### config.mk
export PLATFORM = sky130hd
export DESIGN_NAME = wake_detect
export DESIGN_NICKNAME = d
export VERILOG_FILES = /design/src/rtl/wake_detect.sv
export SDC_FILE = /design/constraint.sdc
export NUM_CORES = 1
export LEC_CHECK = 0
export ABC_CLOCK_PERIOD_IN_PS = 3600
export BUFFER_PORTS_ARGS = -buffer_cell sky130_fd_sc_hd__clkbuf_2
export CORE_ASPECT_RATIO = 0.6
export CORE_UTILIZATION = 55
export CTS_CLUSTER_DIAMETER = 80
export DETAILED_ROUTE_END_ITERATION = 12
export GPL_TIMING_DRIVEN = 0
export PLACE_DENSITY = 0.8
export SYNTH_ARGS = -nofsm -noshare
export SYNTH_HDL_FRONTEND = slang
export SYNTH_SLANG_ARGS = --single-unit
### constraint.sdc
create_clock -name clk -period 3.6 [get_ports clk]
set_input_delay 0.72 -clock clk [delete_from_list [all_inputs] [get_ports clk]]
set_output_delay 0.72 -clock clk [all_outputs]
set_load 0.005 [all_outputs]
### src/rtl/wake_detect.sv
module wake_detect #(
  parameter int BUS_FILT_US  = 90,
  parameter int WAKE_FILT_US = 35,
  parameter int MON_US       = 10000,
  parameter int REARM_US     = 6,
  parameter int SYNC_STAGES  = 2
) (
  input  logic clk,
  input  logic rst_n,
  input  logic sleep_i,
  input  logic tick_i,
  input  logic bus_pre_i,
  input  logic bus_dom_i,
  input  logic wake_pin_i,
  output logic wake_req_o,
  output logic wake_local_o,
  output logic rx_active_o
);
  localparam int DW = $clog2(BUS_FILT_US + 1);
  localparam int MW = $clog2(MON_US + 1);
  localparam int LW = $clog2(WAKE_FILT_US + 1);
  localparam int HW = $clog2(REARM_US + 1);
  localparam logic [DW-1:0] DOM_LAST = DW'(BUS_FILT_US - 1);
  localparam logic [MW-1:0] MON_LAST = MW'(MON_US - 1);
  localparam logic [LW-1:0] LOW_LAST = LW'(WAKE_FILT_US - 1);
  localparam logic [HW-1:0] HIGH_END = HW'(REARM_US);

  typedef enum logic [1:0] {B_IDLE, B_MON, B_SHORT, B_LOCK} bus_st_t;

  logic [SYNC_STAGES-1:0] pre_sh, dom_sh, pin_sh;
  logic pre_s, dom_s, pin_s, dom_q;
  bus_st_t bst;
  logic [MW-1:0] mon_cnt;
  logic [DW-1:0] dom_cnt;
  logic dom_ok;
  logic [LW-1:0] low_cnt;
  logic [HW-1:0] high_cnt;
  logic armed, woke;
  logic listen, dom_fall, fire_r, fire_l, mon_end;

  always_ff @(posedge clk or negedge rst_n)
    if (!rst_n) begin
      pre_sh <= '0;
      dom_sh <= '0;
      pin_sh <= '1;
      dom_q  <= 1'b0;
    end else begin
      pre_sh <= {pre_sh[SYNC_STAGES-2:0], bus_pre_i};
      dom_sh <= {dom_sh[SYNC_STAGES-2:0], bus_dom_i};
      pin_sh <= {pin_sh[SYNC_STAGES-2:0], wake_pin_i};
      dom_q  <= dom_sh[SYNC_STAGES-1];
    end

  assign pre_s    = pre_sh[SYNC_STAGES-1];
  assign dom_s    = dom_sh[SYNC_STAGES-1];
  assign pin_s    = pin_sh[SYNC_STAGES-1];
  assign listen   = sleep_i & ~woke;
  assign dom_fall = dom_q & ~dom_s;
  assign mon_end  = tick_i & (mon_cnt == MON_LAST);
  assign fire_r   = listen & dom_fall & (((bst == B_MON) & dom_ok) | (bst == B_SHORT));
  assign fire_l   = listen & armed & ~pin_s & tick_i & (low_cnt == LOW_LAST);

  always_ff @(posedge clk or negedge rst_n)
    if (!rst_n) begin
      bst     <= B_IDLE;
      mon_cnt <= '0;
      dom_cnt <= '0;
      dom_ok  <= 1'b0;
    end else if (!listen || fire_r || fire_l) begin
      bst     <= B_IDLE;
      mon_cnt <= '0;
      dom_cnt <= '0;
      dom_ok  <= 1'b0;
    end else begin
      case (bst)
        B_IDLE: begin
          mon_cnt <= '0;
          dom_cnt <= '0;
          dom_ok  <= 1'b0;
          if (pre_s) bst <= B_MON;
        end
        B_MON: begin
          if (mon_end) begin
            bst    <= dom_s ? B_SHORT : B_LOCK;
            dom_ok <= 1'b0;
          end else if (!pre_s && !dom_s) begin
            bst <= B_IDLE;
          end else begin
            if (tick_i) mon_cnt <= mon_cnt + 1'b1;
            if (!dom_s) begin
              dom_cnt <= '0;
              dom_ok  <= 1'b0;
            end else if (tick_i && !dom_ok) begin
              dom_cnt <= dom_cnt + 1'b1;
              if (dom_cnt == DOM_LAST) dom_ok <= 1'b1;
            end
          end
        end
        B_SHORT: ;
        B_LOCK: if (!pre_s) bst <= B_IDLE;
        default: bst <= B_IDLE;
      endcase
    end

  always_ff @(posedge clk or negedge rst_n)
    if (!rst_n) begin
      high_cnt <= '0;
      armed    <= 1'b0;
      low_cnt  <= '0;
    end else begin
      if (!pin_s) high_cnt <= '0;
      else if (tick_i && high_cnt != HIGH_END) high_cnt <= high_cnt + 1'b1;

      if (fire_l || (!pin_s && !listen)) armed <= 1'b0;
      else if (pin_s && high_cnt == HIGH_END) armed <= 1'b1;

      if (armed && !pin_s && listen && !fire_l) begin
        if (tick_i) low_cnt <= low_cnt + 1'b1;
      end else begin
        low_cnt <= '0;
      end
    end

  always_ff @(posedge clk or negedge rst_n)
    if (!rst_n) begin
      woke         <= 1'b0;
      wake_req_o   <= 1'b0;
      wake_local_o <= 1'b0;
    end else begin
      wake_req_o <= fire_r | fire_l;
      if (!sleep_i) begin
        woke         <= 1'b0;
        wake_local_o <= 1'b0;
      end else if (fire_r || fire_l) begin
        woke         <= 1'b1;
        wake_local_o <= fire_l;
      end
    end

  assign rx_active_o = (bst == B_MON);
endmodule

Word level (Yosys, flattened, before mapping)
Index checks and enable logic that the tools add are counted.
{"block": "totals", "regBits": 44, "in_bits": 7, "output_inout_bits": 3, "elab_cells": 115}
{"block": "op_classes", "n_addsub": 4, "eq_ne": 21, "mux": 35, "bitwise": 15, "n_reduce_logical": 26}
{"operator": "2-to-1 mux 14 bit", "n": 4}
{"operator": "2-to-1 mux 7 bit", "n": 5}
{"operator": "one-hot mux 14 bit (2 select lines)", "n": 1}
{"operator": "AND reduction 4 bit", "n": 4}
{"operator": "adder 14 x 1 -> 14 bit, second input constant", "n": 1}
{"operator": "== test 14 bit, second input constant", "n": 1}
{"operator": "one-hot mux 7 bit (2 select lines)", "n": 1}
{"operator": "2-to-1 mux 1 bit", "n": 13}
{"operator": "2-to-1 mux 6 bit", "n": 2}
{"operator": "!= test 3 bit, second input constant", "n": 4}
{"operator": "AND 1 bit", "n": 10}
{"operator": "2-to-1 mux 2 bit", "n": 5}
{"operator": "!= test 5 x 2 -> 1 bit, second input constant", "n": 2}
{"operator": "logical AND 1 bit", "n": 8}
{"operator": "adder 7 x 1 -> 7 bit, second input constant", "n": 1}
{"operator": "== test 7 bit, second input constant", "n": 1}
{"operator": "adder 6 x 1 -> 6 bit, second input constant", "n": 1}
{"operator": "== test 6 bit, second input constant", "n": 1}
{"operator": "logical NOT 1 bit", "n": 6}
{"operator": "2-to-1 mux 3 bit", "n": 2}
{"operator": "!= test 3 x 2 -> 1 bit, second input constant", "n": 2}
{"operator": "one-hot mux 2 bit (3 select lines)", "n": 1}
{"operator": "== test 2 bit, second input constant", "n": 2}
{"operator": "logical OR 1 bit", "n": 4}
{"operator": "15 further kinds", "n": 19}

Logic depth before layout (Yosys ltp)
Gate-level depths: netlist of run 1.
{"block": "logic_depth", "word_depth": 9, "ltp_mapped": 9, "depth_no_buf": 7}

Least setup slack after synthesis of run 1
OpenSTA, ideal clock, no wires.
{"block": "synth_timing", "path_kind": "input to register", "start": "input sleep_i", "end": "register mon_cnt[13]", "setup_time_ns": 0.121, "t_arrival_ns": 2.129, "required_time_ns": 3.479, "slack_ns": 1.350, "cell_stages": 5, "n_path_buf": 0, "cell_sequence": "nand2b_1 -> nor4_1 -> nor2_1 -> a22o_2 -> a22o_1"}
{"block": "synth_via", "elab_chain_cells": 8, "elab_cells_between_ends": 16, "classes_between": "3 x eq/ne; 1 x mux; 7 x bitwise; 5 x reduce/logical"}
{"item": "start: declaration", "line_no": "10", "rtl": "input logic sleep_i,"}
{"item": "AND 1 bit *", "line_no": "57", "rtl": "assign listen = sleep_i & ~woke;"}
{"item": "AND 1 bit (4 in a row)", "line_no": "61", "rtl": "assign fire_l = listen & armed & ~pin_s & tick_i & (low_cnt == LOW_LAST);"}
{"item": "logical OR 1 bit *", "line_no": "69", "rtl": "end else if (!listen || fire_r || fire_l) begin"}
{"item": "!= test 3 bit (no source line) (tied with other cells)"}
{"item": "AND reduction 4 bit (no source line)"}
{"item": "end signal: assignment", "line_no": "89", "rtl": "if (tick_i) mon_cnt <= mon_cnt + 1'b1;"}
{"item": "end: declaration", "line_no": "33", "rtl": "logic [MW-1:0] mon_cnt;"}
Every way passes the cells marked *; elsewhere a longest branch is shown, timed or not.
A chain may end at the register's enable or synchronous reset.

Worst setup path after layout of run 1
{"block": "layout_timing", "start": "register bst[1]", "end": "register mon_cnt[2]"}
{"block": "layout_via", "elab_chain_cells": 8, "elab_cells_between_ends": 15, "classes_between": "5 x eq/ne; 2 x mux; 3 x bitwise; 5 x reduce/logical"}
{"item": "start: declaration", "line_no": "32", "rtl": "bus_st_t bst;"}
{"item": "start signal: assignment", "line_no": "84", "rtl": "bst <= dom_s ? B_SHORT : B_LOCK;"}
{"item": "== test 2 x 1 -> 1 bit", "line_no": "60, 75"}
{"item": "AND 1 bit", "line_no": "60", "rtl": "assign fire_r = listen & dom_fall & (((bst == B_MON) & dom_ok) | (bst == B_SHORT));"}
{"item": "bitwise OR 1 bit", "line_no": "60"}
{"item": "AND 1 bit", "line_no": "60"}
{"item": "logical OR 1 bit (2 in a row)", "line_no": "69"}
{"item": "!= test 3 bit (no source line) (tied with other cells)"}
{"item": "AND reduction 4 bit (no source line)"}
Several ways; a longest one is shown, not always the timed one.

==> out/metrics.cfg, run 1 <==
[outcome]
status=finished clean

[global_routing]
grt_overflow=0
grt_pass1_vias=1871
grt_max_degree=45
antenna_found_initial=0
track_usage=0.2572
grt_first_pass_wirelength_um=9052

[clocking]
cts_tree=yes
numCtsBuffers=5
cts.sinks=44
htree_levels=2
clkLatencyLatePin_ns=0.30
cts.path.max_buffers=2
clk_pin_slew_ns=0.09
hold_buffers=0
ctsResizeCount=0
post-cts-setup-buffers=0
cts_root_buf=clkbuf_8

[placed_design]
dp_slack_ns=0.7692
dp_hpwl_um=3687
place_congestion=0.8546
place_area_um2=2579
port_buffers=9

[final_layout]
fin_nets=283
final_cell_mix=dfrtp_1, nor2_1, nand2_1, nand3_1, inv_1
area_growth_pct=9.822
diodes=0
drive_above_1_share=0.1391
final_cell_area_um2=2700
final_common_cell=dfrtp_1

[die]
rows=18
core_um2=4189
num_io_pins=10
die_height_um=53.79
initial_core_util=0.5869
chipWidth_um=88.32
die-area_um2=4750

[sta]
final.min_clock_period_ns=2.626
hold_viol=0
fin_hold_ws_ns=0.3632
finalClockSkew_ns=0.007689
setup_slack_ns=0.9740
maxSlewViolCount=0
worst_slew_pin_slew_ns=1.075
final-setup-viol-count=0
maxSlewHeadroom=0.2832
min_period_over_period=0.7295
max_freq_mhz=380.8
tns_ns=0
rsz0062_at_grt=no

[power_and_ir_drop]
p_total_mw=1.112
p_leak_nw=1.112
peakVddDrop_v=0.0002444
power_density_nw_per_um2=412.0

[logic_synthesis]
muxShareOfSynthArea=0.02901
synth_area_per_cell_um2=9.874
syn-cell-area_um2=2459
syn_nets=267
synth_compound_area_frac=0.1735
yosys.area_share.simple=0.2270
seq_area_frac_synth=0.4489
synth-edff-count=0
yosysWarnings=0
synth_cell_types=55
synth-seq-cells=44
async_flop_share=1.000
synthAdderAreaFrac=0.05598
ys.flop_type=dfrtp_1
synthXorXnorAreaFrac=0.02137
syn_inst=249
synth_top_family_by_area=simple AND/OR/NAND/NOR gates

[drt]
wirelength_um=5250
drt_iter0_drc=155
drtPass1Iterations=4
drtAntennaViolNets=0
drc=0
routed-via-count=1999
via_per_inst=6.132
post_drt_wl_per_cell_um=16.10

[worst_setup_path]
cp-start-kind=flip-flop
path_max_fanout=10
crit_slowest_cell=nor4_1
critical_path_class=reg -> reg
crit_required_ns=3.81
cp_cell_sequence=inv_1, ha_1, a21oi_1, o41ai_1, nor4_1, clkbuf_1, nand2_1, mux2i_1
reg2reg_from=bst[1]
cp_slowest_stage_delay_ns=0.58
crit_start=bst[1]
crit_path_end_kind=flip-flop
arrival_ns=2.84

[worst_hold_path]
min-delay-start=pin_sh[0]
hold_class=reg -> reg

[job]
cap_violations=0

path summary, 6_finish.rpt:
check	slack [ns]	end	depth (start not counted)
max	0.97	mon_cnt[2]	8
min	0.36	pin_sh[1]	0
max reg2reg	0.97	mon_cnt[2]	8
min reg2reg	0.36	pin_sh[1]	0
max in group asynchronous	2.34	dom_cnt[5]	1
min in group asynchronous	0.59	low_cnt[2]	1
state kept, by name (all words and copies together), names as in the netlist:
signal / flops
dom_cnt: 7
dom_ok: 1
wake_req_o: 1
high_cnt: 3
armed: 1
pre_sh: 2
mon_cnt: 14
pin_sh: 2
low_cnt: 6
dom_q: 1
bst: 2
dom_sh: 2
wake_local_o: 1
woke: 1
synth_stat cells (4+ instances only):
cell type | count | share of area
dfrtp_1 | 42 | 0.43
nor2_1 | 19 | 0.029
nand2_1 | 17 | 0.026
nand3_1 | 17 | 0.035
inv_1 | 15 | 0.023
ha_1 | 11 | 0.056
nand4_1 | 9 | 0.023
a21oi_1 | 7 | 0.014
a22oi_1 | 7 | 0.021
mux2i_1 | 6 | 0.024
nor3_1 | 6 | 0.012
o21ai_0 | 6 | 0.012
and2_1 | 4 | 0.010
nor4_1 | 4 | 0.010
o211ai_1 | 4 | 0.012
or3_1 | 4 | 0.010
layer usage:
layer	global-route usage	up-vias	part of all wire
met5	0	-	0
met4	0.06452	0	0.0080
met3	0.07055	7	0.065
met2	0.3667	70	0.41
met1	0.3853	972	0.51
li1	-	950	-
metrics by stage:
step	cells	util
after floorplan	249	-
after global placement	318	0.6156
after detailed placement	318	0.6156
after CTS	326	0.6446
after global routing	326	0.6446
final	326	0.6446
layout make-up:
class,instances,area (um^2)
plain buffers,7,52.55
clock buffers,6,82.58
clock inverters,2,38.79
fillers,350,1489
inverters,15,56.30
multi-input cells,183,1246
flip-flops and latches,44,1104
well taps,60,75.07
repair buffers,9,45.04
cell families after synthesis:
kind of cell,Yosys count
fa+ha+maj,11
buf+inv,22
mux,7
flops,44
simple gates,104
compound gates,55
xor+xnor,6
power by group:
| group | switching (mW) | internal [mW] | leakage, nW |
|---|---|---|---|
| sequential | 0.00953 | 0.505 | 0.593 |
| combinational | 0.115 | 0.0774 | 0.457 |
| clock | 0.179 | 0.227 | 0.0614 |
| total | 0.303 | 0.810 | 1.11 |
worst max-delay path, delay by kind of cell, from the launching register on:
family / cells / cell delay, ns
adders and majority gates: 1 / 0.22
DFF: 1 / 0.41
muxes: 1 / 0.19
buffers and inverters: 2 / 0.52
AOI/OAI and AO/OA: 2 / 0.51
and+or+nand+nor: 2 / 0.68
Power figures use the tool's default switching activity.
==> run 2, diff against run 1 <==
--- a/config.mk
+++ b/config.mk
@@ -5,7 +5,7 @@
 export SDC_FILE = /design/constraint.sdc
 export NUM_CORES = 1
 export LEC_CHECK = 0
-export ABC_CLOCK_PERIOD_IN_PS = 3600
+export ABC_CLOCK_PERIOD_IN_PS = 2700
 export BUFFER_PORTS_ARGS = -buffer_cell sky130_fd_sc_hd__clkbuf_2
 export CORE_ASPECT_RATIO = 0.6
 export CORE_UTILIZATION = 55
==> constraint.sdc (replaced) <==
create_clock -name clk -period 2.7 [get_ports clk]
set_input_delay 0.54 -clock clk [delete_from_list [all_inputs] [get_ports clk]]
set_output_delay 0.54 -clock clk [all_outputs]
set_load 0.005 [all_outputs]
==> out/metrics.cfg, run 2 (synthesis gave the netlist of run 1 again) <==
[placed_design]
port_buffers=9
dp_hpwl_um=3687
place_congestion=0.8546

[global_routing]
grt_first_pass_wirelength_um=9052
grt_pass1_vias=1871
track_usage=0.2572
grt_max_degree=45
antenna_found_initial=0
grt_overflow=0

[die]
rows=18
initial_core_util=0.5869
die-area_um2=4750
chipWidth_um=88.32
core_um2=4189
die_height_um=53.79
num_io_pins=10

[drt]
drtAntennaViolNets=0
post_drt_wl_per_cell_um=16.06
via_per_inst=6.126
drc=0
drtPass1Iterations=6
wirelength_um=5235
routed-via-count=1997
drt_iter0_drc=148

[final_layout]
area_growth_pct=10.99
regMostFlops=mon_cnt
final_cell_mix=dfrtp_1, nor2_1, nand2_1, nand3_1, inv_1
largest_reg_flops=14
largestRegisters=mon_cnt x14, dom_cnt x7, low_cnt x6
fin_nets=283
final_common_cell=dfrtp_1
drive_above_1_share=0.1504
diodes=0

[worst_setup_path]
critical_path_class=reg -> reg
cp-start-kind=flip-flop
path_max_fanout=10
arrival_ns=2.63
crit_path_end_kind=flip-flop
crit_required_ns=2.91

[sta]
finalClockSkew_ns=0.007294
min_period_over_period=0.8932
hold_viol=0
rsz0062_at_grt=no
tns_ns=0
maxSlewHeadroom=0.2878
final-setup-viol-count=0
final.min_clock_period_ns=2.412
max_freq_mhz=414.7
fin_hold_ws_ns=0.3178
worst_slew_pin_slew_ns=1.068
maxSlewViolCount=0

[clocking]
hold_buffers=0
cts_root_buf=clkbuf_8
htree_levels=2
cts.sinks=44
clk_pin_slew_ns=0.09
cts.path.max_buffers=2
numCtsBuffers=5
cts_tree=yes
clkLatencyLatePin_ns=0.30

[power_and_ir_drop]
power_density_nw_per_um2=545.0
p_leak_nw=1.115
peakVddDrop_v=0.0003254

[worst_hold_path]
hold_class=in -> reg

[outcome]
status=finished clean

[job]
cap_violations=0

[run 2: path summary, 6_finish.rpt]
check	startpoint	to	slack [ns]	depth (start not counted)
min reg2reg	pin_sh[0]	pin_sh[1]	0.36	0
max in group asynchronous	rst_n	dom_sh[0]	1.62	1
min	wake_pin_i	pin_sh[0]	0.32	1
min in group asynchronous	rst_n	low_cnt[2]	0.42	1
max	bst[1]	mon_cnt[2]	0.29	8
max reg2reg	bst[1]	mon_cnt[2]	0.29	8
[run 2: area by class of cell]
| class | count | area, um^2 |
|---|---|---|
| timing repair buffer | 9 | 45.04 |
| inverter | 15 | 56.30 |
| clock inverter | 2 | 38.79 |
| clock buffer | 6 | 82.58 |
| tap | 60 | 75.07 |
| fill | 341 | 1460 |
| buffer | 7 | 52.55 |
| sequential | 44 | 1104 |
| multi-input combinational | 183 | 1275 |
[run 2: where the power goes]
group	internal, mW	switching (mW)	leakage [nW]	total, mW
clock network	0.303	0.238	0.0614	0.541
registers	0.673	0.0126	0.593	0.686
logic	0.105	0.155	0.461	0.261
total	1.08	0.406	1.12	1.49
[run 2: timing repair]
action / 4_1_cts / 5_1_grt
setup endpoints to repair: 0 / 13
resized for setup: 0 / 4
setup buffers: 0 / 0
[run 2: stage by stage]
| step | power (mW) | instance area, um^2 | worst slack (ns) | cells | utilization |
|---|---|---|---|---|---|
| 6_report | 1.487 | 2729 | 0.2884 | 326 | 0.6514 |
| 5_1_grt | 1.561 | 2729 | 0.06268 | 326 | 0.6514 |
| 4_1_cts | 1.488 | 2700 | 0.1563 | 326 | 0.6446 |
| 3_5_place_dp | 0.9497 | 2579 | 0.04920 | 318 | 0.6156 |
| 3_3_place_gp | 0.9446 | 2579 | 0.06773 | 318 | 0.6156 |
| 2_1_floorplan | 0.8844 | 2459 | 0.5393 | 249 | - |
[run 2: worst max-delay path: stages, from the launching register on]
cell and delay, ns:
dfrtp_1 0.41, inv_1 0.08, ha_1 0.22, a21oi_1 0.36
o41ai_2 0.19, nor4_2 0.34, clkbuf_1 0.44, nand2_1 0.11
mux2i_1 0.19
[run 2: metal layers]
metal | up-vias | share of wire | global-route usage
met5 | - | 0 | 0
met4 | 0 | 0.0080 | 0.06452
met3 | 8 | 0.067 | 0.07055
met2 | 70 | 0.42 | 0.3667
met1 | 966 | 0.51 | 0.3853
li1 | 953 | - | -
==> run 3, diff against run 2 <==
==> constraint.sdc (replaced) <==
create_clock -name clk -period 2.7 [get_ports clk]
set_input_delay 0 -clock clk [delete_from_list [all_inputs] [get_ports clk]]
set_output_delay 0 -clock clk [all_outputs]
set_load 0.005 [all_outputs]
==> out/metrics.cfg, run 3 (synthesis gave the netlist of run 1 again) <==
[power_and_ir_drop]
p_total_mw=1.493
p_int_mw=1.086
peakVddDrop_v=0.0003262
pwr-share-clk=0.362
p_sw_frac=0.2727
pwr-share-comb=0.178
p_leak_nw=1.136
netSwitchingPower_uw=407.2
pwr-share-seq=0.459
power_density_nw_per_um2=537.4

[clocking]
clk_pin_slew_ns=0.09
clkLatencyLatePin_ns=0.30
cts_tree=yes
cts.path.max_buffers=2
post-cts-setup-buffers=0
cts.sinks=44
htree_levels=2
cts_root_buf=clkbuf_8
numCtsBuffers=5

[die]
initial_core_util=0.5869
core_um2=4189
chipWidth_um=88.32
rows=18
die-area_um2=4750
die_height_um=53.79
num_io_pins=10

[sta]
tns_ns=0
final-setup-viol-count=0
setup_slack_ns=0.2733
min_period_over_period=0.8988
worst_slew_pin_slew_ns=1.071
finalClockSkew_ns=0.007942
maxSlewViolCount=0
max_freq_mhz=412.1
maxSlewHeadroom=0.2860
hold_viol=0
final.min_clock_period_ns=2.427
fin_hold_ws_ns=0.3081
rsz0062_at_grt=no

[final_layout]
layout.cells.non_filler=331
final_cell_area_um2=2779
largest_reg_flops=14
seqCellArea_um2=1104
final_util=0.6634
area_growth_pct=13.03
fin_nets=288
nFillCells=336
diodes=0
final_cell_mix=dfrtp_1, nor2_1, nand2_1, nand3_1, inv_1
multi_input_area_um2=1275
regMostFlops=mon_cnt
largestRegisters=mon_cnt x14, dom_cnt x7, low_cnt x6
final_common_cell=dfrtp_1
drive_above_1_share=0.1476

[global_routing]
grt_first_pass_wirelength_um=9142
grt_pass1_vias=1894
grt_overflow=0
track_usage=0.2600
antenna_found_initial=0
grt_max_degree=45

[placed_design]
dp_hpwl_um=3687
place_congestion=0.8546
dp.cells=318
port_buffers=9
place_area_um2=2579
dp_slack_ns=0.1764

[worst_setup_path]
reg2reg_to=mon_cnt[2]
arrival_ns=2.64
regToRegSetupSlack_ns=0.27
r2r_cells=8
critical_path_class=reg -> reg
reg2reg_from=bst[1]
path_max_fanout=10
crit_start=bst[1]
crit_required_ns=2.91
crit_path_end_kind=flip-flop
cp-start-kind=flip-flop

[worst_hold_path]
min-delay-start=tick_i
hold-path-endpoint=mon_cnt[9]
hold_path_depth=5
hold_class=in -> reg

[drt]
drtAntennaViolNets=0
wirelength_um=5289
routed-via-count=2007
drtPass1Iterations=5
post_drt_wl_per_cell_um=15.98
drc=0
via_per_inst=6.063
drt_iter0_drc=189

[job]
cap_violations=0

[outcome]
status=finished clean

==> run 3: changes by cell type in the layout (fill, tap and decap cells not counted) <==
cell,delta
dlygate4sd3_1,+5
==> run 3: what timing repair did <==
| item | 4_1_cts | 5_1_grt |
|---|---|---|
| hold buffers | 5 | 0 |
| endpoints found under the setup margin | 0 | 13 |
| endpoints found under the hold margin | 47 | 0 |
| gates resized for setup | 0 | 4 |
==> run 3: critical path, cell delays in order, from the launching register on <==
cell and delay, ns:
dfrtp_1 0.41, inv_1 0.08, ha_1 0.21, a21oi_1 0.36, o41ai_2 0.19, nor4_2 0.34, clkbuf_1 0.44, nand2_1 0.11
mux2i_1 0.19
==> run 3: how the worst max path moves through the flow <==
stage                              to  slack (ns)  cells after the start
after detailed placement  mon_cnt[12]        0.18                      8
after floorplan           mon_cnt[11]        0.54                      7
final                      mon_cnt[2]        0.27                      8
after CTS                 mon_cnt[13]        0.16                      7
after global placement     mon_cnt[0]        0.20                      7
after global routing      mon_cnt[10]        0.06                      8
==> run 3: power by group through the flow <==
stage	sequential (mW)	clock (mW)	combinational, mW
floorplan	0.695	0	0.189
finish	0.686	0.541	0.266
detailed placement	0.699	0	0.251
CTS	0.686	0.549	0.259
global placement	0.698	0	0.247
global route	0.688	0.585	0.294
==> run 3: cell type report <==
class | instances | area share
flip-flops and latches | 44 | 0.3971
plain buffers | 7 | 0.01891
clock inverters | 2 | 0.01396
multi-input cells | 183 | 0.4588
clock buffers | 6 | 0.02972
inverters | 15 | 0.02026
repair buffers | 14 | 0.03422
well taps | 60 | 0.02701
==> run 3: per-layer routing <==
metal	part of all wire	global-route usage	vias to the layer above
met1	0.51	0.3863	975
li1	-	-	963
met4	0.0079	0.06452	0
met3	0.063	0.07055	8
met5	0	0	-
met2	0.42	0.3756	61
